===== src/rtl/bcg_pkg.sv =====
package bcg_pkg;
  typedef enum logic [1:0] {
    OP_START = 2'd0,
    OP_STOP  = 2'd1,
    OP_WRITE = 2'd2,
    OP_READ  = 2'd3
  } busOp_e;

  typedef enum logic [2:0] {
    ST_IDLE,
    ST_LOW,   // clock pulled low, data set up
    ST_RISE,  // clock released, waiting to see it high
    ST_HIGH,  // clock high, timed
    ST_HOLD   // start hold: data low, clock high
  } seqState_e;

  // strobes from control to datapath
  typedef struct packed {
    logic tmrClr;
    logic sclPull;
    logic sdaPull;
  } strobe_t;

  // observed line state from datapath to control
  typedef struct packed {
    logic sclS;
    logic sdaS;
    logic tmrDone;
    logic busy;
  } lineStat_t;
endpackage


===== src/rtl/bcg_line_dp.sv =====
module bcg_line_dp
  import bcg_pkg::*;
#(
  parameter int HALF_CYC = 250,
  parameter int FREE_CYC = 235
) (
  input  logic      clk,
  input  logic      rstN,
  input  strobe_t   strobe,
  input  logic      sclIn,
  input  logic      sdaIn,
  output lineStat_t stat,
  output logic      startDet,
  output logic      stopDet,
  output logic      sclOe,
  output logic      sdaOe
);
  localparam int TW = (HALF_CYC > 2) ? $clog2(HALF_CYC) : 1;
  localparam int FW = $clog2(FREE_CYC + 1);

  logic [1:0] sclSync, sdaSync;
  logic sclPrev, sdaPrev;
  logic [TW-1:0] tmrCnt;
  logic [FW-1:0] freeCnt;
  logic busy;

  always_ff @(posedge clk) begin
    if (!rstN) begin
      sclSync <= 2'b11;
      sdaSync <= 2'b11;
      sclPrev <= 1'b1;
      sdaPrev <= 1'b1;
    end else begin
      sclSync <= {sclSync[0], sclIn};
      sdaSync <= {sdaSync[0], sdaIn};
      sclPrev <= sclSync[1];
      sdaPrev <= sdaSync[1];
    end
  end

  assign startDet = sclPrev & sclSync[1] & sdaPrev & ~sdaSync[1];
  assign stopDet  = sclPrev & sclSync[1] & ~sdaPrev & sdaSync[1];

  // phase timer: counts up from a clear strobe, saturates at the end
  always_ff @(posedge clk) begin
    if (!rstN || strobe.tmrClr) tmrCnt <= '0;
    else if (tmrCnt != TW'(HALF_CYC - 1)) tmrCnt <= tmrCnt + 1'b1;
  end

  // busy tracker with bus-free hold-off after a stop
  always_ff @(posedge clk) begin
    if (!rstN) begin
      busy    <= 1'b0;
      freeCnt <= '0;
    end else if (startDet) begin
      busy    <= 1'b1;
      freeCnt <= '0;
    end else if (stopDet) begin
      freeCnt <= FW'(FREE_CYC);
    end else if (freeCnt != '0) begin
      freeCnt <= freeCnt - 1'b1;
      if (freeCnt == FW'(1)) busy <= 1'b0;
    end
  end

  assign stat.sclS    = sclSync[1];
  assign stat.sdaS    = sdaSync[1];
  assign stat.tmrDone = !strobe.tmrClr && (tmrCnt == TW'(HALF_CYC - 1));
  assign stat.busy    = busy;
  assign sclOe        = strobe.sclPull;
  assign sdaOe        = strobe.sdaPull;
endmodule


===== src/rtl/bcg_seq_ctrl.sv =====
module bcg_seq_ctrl
  import bcg_pkg::*;
(
  input  logic      clk,
  input  logic      rstN,
  input  logic      cmdValid,
  input  busOp_e    cmdOp,
  input  logic      cmdBit,
  input  lineStat_t stat,
  output logic      cmdReady,
  output logic      cmdDone,
  output logic      rxBit,
  output logic      arbLost,
  output strobe_t   strobe
);
  seqState_e state;
  busOp_e    op;
  logic      bitReg, owner;

  assign cmdReady = (state == ST_IDLE) && (owner || !stat.busy);

  always_ff @(posedge clk) begin
    if (!rstN) begin
      state  <= ST_IDLE;
      op     <= OP_START;
      bitReg <= 1'b0;
      owner  <= 1'b0;
      cmdDone <= 1'b0;
      arbLost <= 1'b0;
      rxBit  <= 1'b0;
      strobe <= '0;
    end else begin
      cmdDone <= 1'b0;
      arbLost <= 1'b0;
      strobe.tmrClr <= 1'b0;
      unique case (state)
        ST_IDLE: if (cmdValid && cmdReady) begin
          op     <= cmdOp;
          bitReg <= cmdBit;
          if (cmdOp == OP_START && !owner) begin
            state <= ST_RISE;             // lines already high on a free bus
          end else if (owner) begin
            state          <= ST_LOW;
            strobe.sclPull <= 1'b1;
            strobe.tmrClr  <= 1'b1;
            strobe.sdaPull <= (cmdOp == OP_STOP) || (cmdOp == OP_WRITE && !cmdBit);
          end
        end
        ST_LOW: if (stat.tmrDone) begin
          state          <= ST_RISE;
          strobe.sclPull <= 1'b0;
        end
        ST_RISE: if (stat.sclS) begin     // stretched clock waits here
          state         <= ST_HIGH;
          strobe.tmrClr <= 1'b1;
        end
        ST_HIGH: begin
          if (op == OP_WRITE && bitReg && !stat.sdaS) begin
            state          <= ST_IDLE;
            arbLost        <= 1'b1;
            owner          <= 1'b0;
            strobe.sclPull <= 1'b0;
            strobe.sdaPull <= 1'b0;
          end else if (stat.tmrDone || !stat.sclS) begin
            unique case (op)
              OP_START: begin
                state          <= ST_HOLD;
                strobe.sdaPull <= 1'b1;
                strobe.tmrClr  <= 1'b1;
              end
              OP_STOP: begin
                state          <= ST_IDLE;
                strobe.sdaPull <= 1'b0;
                owner          <= 1'b0;
                cmdDone        <= 1'b1;
              end
              default: begin
                state          <= ST_IDLE;
                strobe.sclPull <= 1'b1;
                rxBit          <= stat.sdaS;
                cmdDone        <= 1'b1;
              end
            endcase
          end
        end
        ST_HOLD: if (stat.tmrDone) begin
          state          <= ST_IDLE;
          strobe.sclPull <= 1'b1;
          owner          <= 1'b1;
          cmdDone        <= 1'b1;
        end
        default: state <= ST_IDLE;
      endcase
    end
  end
endmodule


===== src/rtl/bus_cond_gen.sv =====
module bus_cond_gen
  import bcg_pkg::*;
#(
  parameter int CLK_HZ      = 50_000_000,
  parameter int SCL_HZ      = 100_000,
  parameter int BUS_FREE_NS = 4700
) (
  input  logic       clk,
  input  logic       rstN,
  input  logic       cmdValid,
  input  logic [1:0] cmdOp,
  input  logic       cmdBit,
  output logic       cmdReady,
  output logic       cmdDone,
  output logic       rxBit,
  output logic       arbLost,
  output logic       busBusy,
  output logic       startSeen,
  output logic       stopSeen,
  input  logic       sclIn,
  input  logic       sdaIn,
  output logic       sclOe,
  output logic       sdaOe
);
  localparam int HALF_CYC = CLK_HZ / (2 * SCL_HZ);
  localparam int FREE_CYC = (CLK_HZ / 1000) * BUS_FREE_NS / 1_000_000;

  strobe_t   strobe;
  lineStat_t stat;

  bcg_seq_ctrl u_ctrl (
    .clk(clk), .rstN(rstN), .cmdValid(cmdValid), .cmdOp(busOp_e'(cmdOp)),
    .cmdBit(cmdBit), .stat(stat), .cmdReady(cmdReady), .cmdDone(cmdDone),
    .rxBit(rxBit), .arbLost(arbLost), .strobe(strobe)
  );

  bcg_line_dp #(.HALF_CYC(HALF_CYC), .FREE_CYC(FREE_CYC)) u_dp (
    .clk(clk), .rstN(rstN), .strobe(strobe), .sclIn(sclIn), .sdaIn(sdaIn),
    .stat(stat), .startDet(startSeen), .stopDet(stopSeen),
    .sclOe(sclOe), .sdaOe(sdaOe)
  );

  assign busBusy = stat.busy;
endmodule


===== config.mk =====
export PLATFORM = sky130hd
export DESIGN_NAME = bus_cond_gen
export DESIGN_NICKNAME = d
export VERILOG_FILES = /design/src/rtl/bcg_pkg.sv /design/src/rtl/bcg_line_dp.sv /design/src/rtl/bcg_seq_ctrl.sv /design/src/rtl/bus_cond_gen.sv
export SDC_FILE = /design/constraint.sdc
export NUM_CORES = 1
export LEC_CHECK = 0
export ABC_AREA = 1
export BUFFER_PORTS_ARGS = -buffer_cell sky130_fd_sc_hd__clkbuf_2
export CORE_MARGIN = 2
export CORE_UTILIZATION = 52
export CTS_CLUSTER_DIAMETER = 50
export DETAILED_ROUTE_END_ITERATION = 6
export GPL_TIMING_DRIVEN = 0
export PLACE_DENSITY = 0.82
export SETUP_SLACK_MARGIN = 0.3
export SLEW_MARGIN = 20
export SYNTH_ARGS = -nofsm -noshare
export SYNTH_HDL_FRONTEND = slang
export SYNTH_SLANG_ARGS = --single-unit

===== constraint.sdc =====
create_clock -name clk -period 1.3 [get_ports clk]
set_clock_uncertainty 0.05 [all_clocks]
set_input_delay 0.13 -clock clk [delete_from_list [all_inputs] [get_ports clk]]
set_output_delay 0.13 -clock clk [all_outputs]
set_load 0.03 [all_outputs]

==> results of run 1 <==
flip-flops by register name (all words and copies together), names as in the netlist, 2 cells and up:
name           flops
u_dp.sclSync       2
u_ctrl.state       3
u_dp.sdaSync       2
u_ctrl.strobe      3
u_dp.freeCnt       8
u_dp.tmrCnt        8
u_ctrl.op          2
metrics by stage:
| step | setup TNS (ns) | hold slack [ns] | power, mW |
|---|---|---|---|
| finish | -2.907 | 0.04990 | 5.486 |
| global route | -4.478 | 0.05813 | 5.760 |
| CTS | -1.285 | 0.01221 | 4.671 |
| detailed placement | -1.392 | 0.2683 | 3.112 |
| global placement | -1.121 | 0.2664 | 3.077 |
| floorplan | -0.2085 | 0.1866 | 2.835 |
logic make-up (layout without fill, tap and decap cells):
| group | count (synthesis) | in the layout |
|---|---|---|
| buf+inv | 33 | 97 |
| xor+xnor | 4 | 4 |
| fa+ha+maj | 4 | 4 |
| compound gates | 43 | 43 |
| simple gates | 128 | 128 |
| flops | 36 | 36 |
worst max-delay path: stages (launching register included):
cell and delay, ns:
dfxtp_2 0.34, inv_2 0.08, ha_4 0.14, nand2_4 0.04
nor2_4 0.12, nand3_4 0.15, nand2_4 0.13, nand2_2 0.07
or2_1 0.24, a21oi_2 0.15
final cells by class:
cell class	instances	area (sq um)	share of cell area
inverter	31	133.9	0.04586
timing repair buffer	56	521.8	0.1787
tap	46	57.56	0.01972
sequential	36	770.7	0.2640
buffer	2	8.758	0.003000
clock buffer	8	68.82	0.02357
multi-input combinational	179	1358	0.4651
worst paths after layout:
path | slack, ns | end | from | cells after the start
worst max-delay path | -0.29 | u_ctrl.cmdDone$_SDFF_PN0_ | u_dp.tmrCnt[1]$_SDFFE_PP0P_ | 9
worst min-delay path | 0.05 | u_ctrl.bitReg$_SDFFE_PN0P_ | cmdValid | 3
worst max register to register | -0.29 | u_ctrl.cmdDone$_SDFF_PN0_ | u_dp.tmrCnt[1]$_SDFFE_PP0P_ | 9
worst min register to register | 0.38 | u_dp.sdaSync[1]$_SDFF_PN1_ | u_dp.sdaSync[0]$_SDFF_PN1_ | 1
metal layers:
| metal | vias to the layer above | global-route usage | part of all wire |
|---|---|---|---|
| met5 | - | 0 | 0 |
| met2 | 57 | 0.5403 | 0.54 |
| met1 | 937 | 0.2736 | 0.36 |
| met3 | 31 | 0.05586 | 0.042 |
| li1 | 932 | - | - |
| met4 | 0 | 0.09167 | 0.050 |
placed cells by master (no fill, tap or decap), types with 9 or more instances in the layout:
cell type  instances
a21oi_2           10
nand2_4           11
nand2_2            9
dfxtp_1           12
buf_4             25
o21ai_0           10
dfxtp_2           16
a21oi_1           10
buf_6             12
nor2_4            14
nor2_1            19
nand2_1           29
inv_1             19
power groups by stage:
| stage | Sequential [mW] | Combinational [mW] | Clock [mW] |
|---|---|---|---|
| CTS | 1.51 | 2.46 | 0.701 |
| floorplan | 1.52 | 1.31 | 0 |
| finish | 1.60 | 3.18 | 0.706 |
| global route | 1.61 | 3.40 | 0.749 |
| detailed placement | 1.49 | 1.62 | 0 |
| global placement | 1.49 | 1.59 | 0 |
timing repair:
action	CTS	global route
endpoints found under the setup margin	38	39
endpoints found under the hold margin	3	0
cloned	0	0
setup buffers	23	14
pin swaps	26	14
hold buffers	3	0
gates resized for setup	91	58
==> impl_results.md, run 1 <==
* Worst Hold Class: in2reg
* Peak VDD IR at roughly 1100 uV
* Synth Area in Adders at 0.02793
* Fin. max-slew vios at 0
* Via density at 5.466
* PortBufs at 16
* Endpoints failing setup at 22
* Post-Synth Simple-Gate Area at 0.3527
* Vias in the first global route at 1866
* H-tree Lvls at 2
* Synth Register Bits at 36
* Crit path max fanout at 4
* Drt first pass iters at 5
* Routed via count at between 1.5k and 2k
* Cell variety after synth at 33
* Synth area leader: dfxtp_1
* Worst Setup Slack, final at -0.2917 ns
* DRT iter0 DRCs at between 100 and 150
* Post-DP HPWL at ~2600 um
* Largest family of logic cells by synthesized area: simple AND/OR/NAND/NOR gates
* GRT overflow at 0
* Nature of the critical path startpoint: register
* First-pass GRT wire length at 8280 um
* DR DRC count at 0
* Synth area leaders: dfxtp_1 40%, nand2_1 9.6%, nor2_1 7.3%
* Slew margin rel. at 0.6546
* Clk Latency, worst-skew pair at 0.35 ns
* Final count of hold timing violations at 0
* EDFF count, synth at 0
* Critical Path End Type: register
* Fill count at between 150 and 200
* Static Leak at ~1.2 nW
* Antenna diode count at 0
* Mux contribution to synthesized area at 0
* Syn Nets at 260
* FMAX at between 600 and 700 MHz
* Clk root buf: clkbuf_4
* Clock Tree Buf Depth at 2
* Fin crit share at 1.224
* Psw at ~2.3 mW
* Slew at the pin closest to its max-slew limit at approximately 0.52 ns
* Failing checks: negative setup slack
* Status: finished, violations left
* Routed wire length at 6011 um
* Final Critical Period at around 1.6 ns
* Seq pwr share at 0.292
* Core Util, Final at 0.8817
* Async SR Flop Fraction at 0
* Ys flop type: dfxtp_1
* Largest net degree at the start of global routing at 12
* DRT antenna net count at 0
* Core Rows at 21
* Starting density of the core at 0.5412
* Cell-internal power at between 3 and 4 mW
* Synth top area share at 0.4022
* Top post-synthesis cells by count: 46 x nand2_1, 36 x dfxtp_1, 35 x nor2_1
* Io pins at 17
* Clock power frac at 0.129
* Required @ worst endpoint at about 1.5 ns
* Syn Std Cell Area at between 1500 and 2000 sq um
* Placed Instances at a little over 300
* Initial antenna violation count at 0
* Seq/Total Area, Yosys at 0.4022
* Inserted Clock Buffers at 5
* Pre-CTS WS at -0.2219 ns
* DIE AREA at roughly 3900 sq um
* Logic pwr share at 0.580
* Total Routing Usage GR at 0.2707
* Syn avg cell area at 7.225 sq um
* Cell count after synthesis at between 200 and 250
* CORE AREA at around 3300 sq um
* Worst-path clk slew at roughly 0.12 ns
* Area Overhead vs Synth at 62.92%
* Post-DP Area at about 2100 sq um
* Die Wd at 62.70 um
* YS warnings at 0
* CTS tree: yes
* Die height at approximately 63 um
* Count of clock tree sinks at 36
* Layout cells sized above 1 at 0.5801
* Final #Nets at ~320
* Pwr dens at roughly 1900 nW/um^2
* Fin cells at 358
* Routed length per placed instance at roughly 17 um
* Max_cap viols at 0
* GPL Wtd Cong at around 0.90
* Synth Area in XOR/XNOR at 0.01955
* Crit path kind: reg2reg
* RSZ-0062 raised after global routing: true
* Switching Share at 0.4221
* Fin area at 2919 sq um
* Cell with the most instances after synthesis: nand2_1
* Post-synthesis compound-gate area fraction at 0.1278
* Crit path DAT at approximately 1.8 ns
Note: power is estimated with default switching activity, not from simulation.
==> run 2, diff against run 1 <==
--- a/config.mk
+++ b/config.mk
@@ -7,6 +7,7 @@
 export LEC_CHECK = 0
 export ABC_AREA = 1
 export BUFFER_PORTS_ARGS = -buffer_cell sky130_fd_sc_hd__clkbuf_2
+export CORE_ASPECT_RATIO = 0.8
 export CORE_MARGIN = 2
 export CORE_UTILIZATION = 52
 export CTS_CLUSTER_DIAMETER = 50
==> run 2 against run 1 <==
Via count increased by 14%. The flow still finishes with violations (negative setup slack). Combinational power increased by 20%. Largest cell class unchanged. Flip-flop and latch count unchanged. Sequential share of layout area decreased by 0.89 points. Global-route usage increased by 2.5 points. Final cell count unchanged. Die area about the same.
==> impl_results.md, run 2 (synthesis gave the netlist of run 1 again) <==
* Hold_sp: cmdValid
* Final count of hold timing violations at 0
* Layout cells sized above 1 at 0.5633
* Routed wire length at ~7600 um
* Count of clock tree sinks at 36
* Pwr dens at 2108 nW/um^2
* H-tree Lvls at 2
* Hold depth at 3
* Clk Latency, worst-skew pair at 0.30 ns
* Reg-to-reg endpoint: u_ctrl.state[0]$_SDFFE_PN0P_
* Crit path kind: reg2reg
* Required @ worst endpoint at ~1.5 ns
* FMAX at 590.7 MHz
* Delay-heaviest family, CP: simple AND/OR/NAND/NOR gates
* Nature of the critical path startpoint: register
* Largest stage delay, worst path at between 0.4 and 0.5 ns
* Top flop regs: u_dp.freeCnt: 8 flops, u_dp.tmrCnt: 8 flops
* Inserted Clock Buffers at 5
* Most common cell after layout, fill and taps aside: nand2_1
* Clk root buf: clkbuf_8
* Core Rows at 19
* Crit path max fanout at 7
* R2r setup slk at -0.39 ns
* Via density at 6.237
* GRT overflow at 0
* Post-DP HPWL at around 2800 um
* Routed length per placed instance at 21.18 um
* CORE AREA at approximately 3400 sq um
* Endpoints failing setup at 27
* First-pass GRT wire length at a little over 9000 um
* Clock Tree Buf Depth at 2
* Peak VDD IR at between 1000 and 1500 uV
* Largest net degree at the start of global routing at 12
* CTS tree: yes
* Final setup TNS at -4.545 ns
* Worst Setup Slack, final at -0.3930 ns
* Slew margin rel. at 0.6044
* Die height at ~57 um
* Pwr Total at between 6 and 7 mW
* Final Critical Period at between 1.5 and 2 ns
* RSZ-0062 raised after global routing: true
* DIE AREA at ~4000 sq um
* Worst Hold Class: in2reg
* Fin cells at ~360
* Die Wd at about 70 um
* CP max-delay cell: nor3_1
* Most used cell, CP: nand2_1
* Failing checks: negative setup slack
* Vias in the first global route at 1919
* Starting density of the core at 0.5308
* Hold Path Sink: u_ctrl.bitReg$_SDFFE_PN0P_
* Routed via count at 2233
* Fin. max-slew vios at 0
* Worst-path clk slew at 0.08 ns
* Placed Instances at just over 300
* Fill count at around 150
* Area Overhead vs Synth at 64.53%
* DR DRC count at 0
* Drt first pass iters at 7
* GPL Wtd Cong at between 0.8 and 0.9
* Antenna diode count at 0
* Final #Nets at between 300 and 400
* Worst-path cell chain: nor3_1, nand2_1, nand2_1, inv_1, nand3_1, nand2_1, nor2_1
* DRT antenna net count at 0
* Status: finished, violations left
* Max_cap viols at 0
* PortBufs at 16
* Reg-to-Reg Start: u_ctrl.state[2]$_SDFFE_PN0P_
* WP buf/inv at 1
* FF-to-FF path depth at 7
* Slew at the pin closest to its max-slew limit at 0.5935 ns
* Crit path depth at 7
* Initial antenna violation count at 0
* Total Routing Usage GR at 0.2953
* Commonest non-fill, non-tap cells in the layout: 31 x nand2_1, 27 x buf_4, 20 x nor2_1
* Worst hold margin at ~0.083 ns
* Static Leak at ~1.2 nW
* Pre-CTS WS at -0.2339 ns
* Io pins at 17
* Fin crit share at 1.302
* Critical Path End Type: register
* Crit path DAT at around 1.9 ns
* DRT iter0 DRCs at about 450
run 2: changes by cell type in the layout (fill, tap and decap cells not counted), sizes merged:
cell / previous run / this run
buf: 46 / 48
dlygate4sd3: 3 / 2
inv: 31 / 30
clkinv: 0 / 2
clkbuf: 17 / 19
run 2: report_power, final:
part           switching (mW)  total (mW)  internal [mW]
registers               0.260        1.59           1.33
clock network           0.442       0.819          0.377
logic                    1.96        3.81           1.84
run 2: timing repair:
item / 4_1_cts / 5_1_grt
setup endpoints to repair: 37 / 37
cloned: 0 / 0
pin swaps: 22 / 25
hold endpoints to repair: 2 / 0
gates resized for setup: 78 / 52
buffers inserted: 27 / 15
hold buffers: 2 / 0
run 2: how the worst max path moves through the flow:
stage	start	endpoint	slack, ns
finish	u_ctrl.state[2]$_SDFFE_PN0P_	u_ctrl.state[0]$_SDFFE_PN0P_	-0.39
floorplan	u_dp.tmrCnt[1]$_SDFFE_PP0P_	u_ctrl.state[0]$_SDFFE_PN0P_	-0.06
CTS	u_dp.tmrCnt[1]$_SDFFE_PP0P_	u_ctrl.state[0]$_SDFFE_PN0P_	-0.15
global placement	u_dp.tmrCnt[1]$_SDFFE_PP0P_	u_ctrl.cmdDone$_SDFF_PN0_	-0.21
global route	u_dp.tmrCnt[1]$_SDFFE_PP0P_	u_ctrl.owner$_SDFFE_PN0P_	-0.49
detailed placement	u_dp.tmrCnt[1]$_SDFFE_PP0P_	u_ctrl.cmdDone$_SDFF_PN0_	-0.23
run 2: per-layer routing:
layer / global-route usage / up-vias / share of wire
li1: - / 951 / -
met3: 0.07540 / 63 / 0.10
met5: 0 / - / 0
met1: 0.3602 / 1031 / 0.38
met2: 0.4918 / 188 / 0.45
met4: 0.1401 / 0 / 0.065
run 2: tightest hold or removal path: stages:
cell,delay [ns]
clkbuf_2,0.11
a21oi_1,0.07
nor2_1,0.09
run 2: through the flow:
step | area [sq um] | util
floorplan | 1914 | -
global placement | 2047 | 0.6064
detailed placement | 2047 | 0.6064
CTS | 2643 | 0.7828
global route | 2948 | 0.8732
finish | 2948 | 0.8732
run 2: final cells by class:
class	instances	area, sq um	area share
buffer	2	8.758	0.002971
clock buffer	7	76.32	0.02589
clock inverter	1	5.005	0.001698
inverter	31	136.4	0.04626
multi-input combinational	179	1358	0.4605
sequential	36	752.0	0.2551
tap	42	52.55	0.01783
timing repair buffer	60	559.3	0.1897
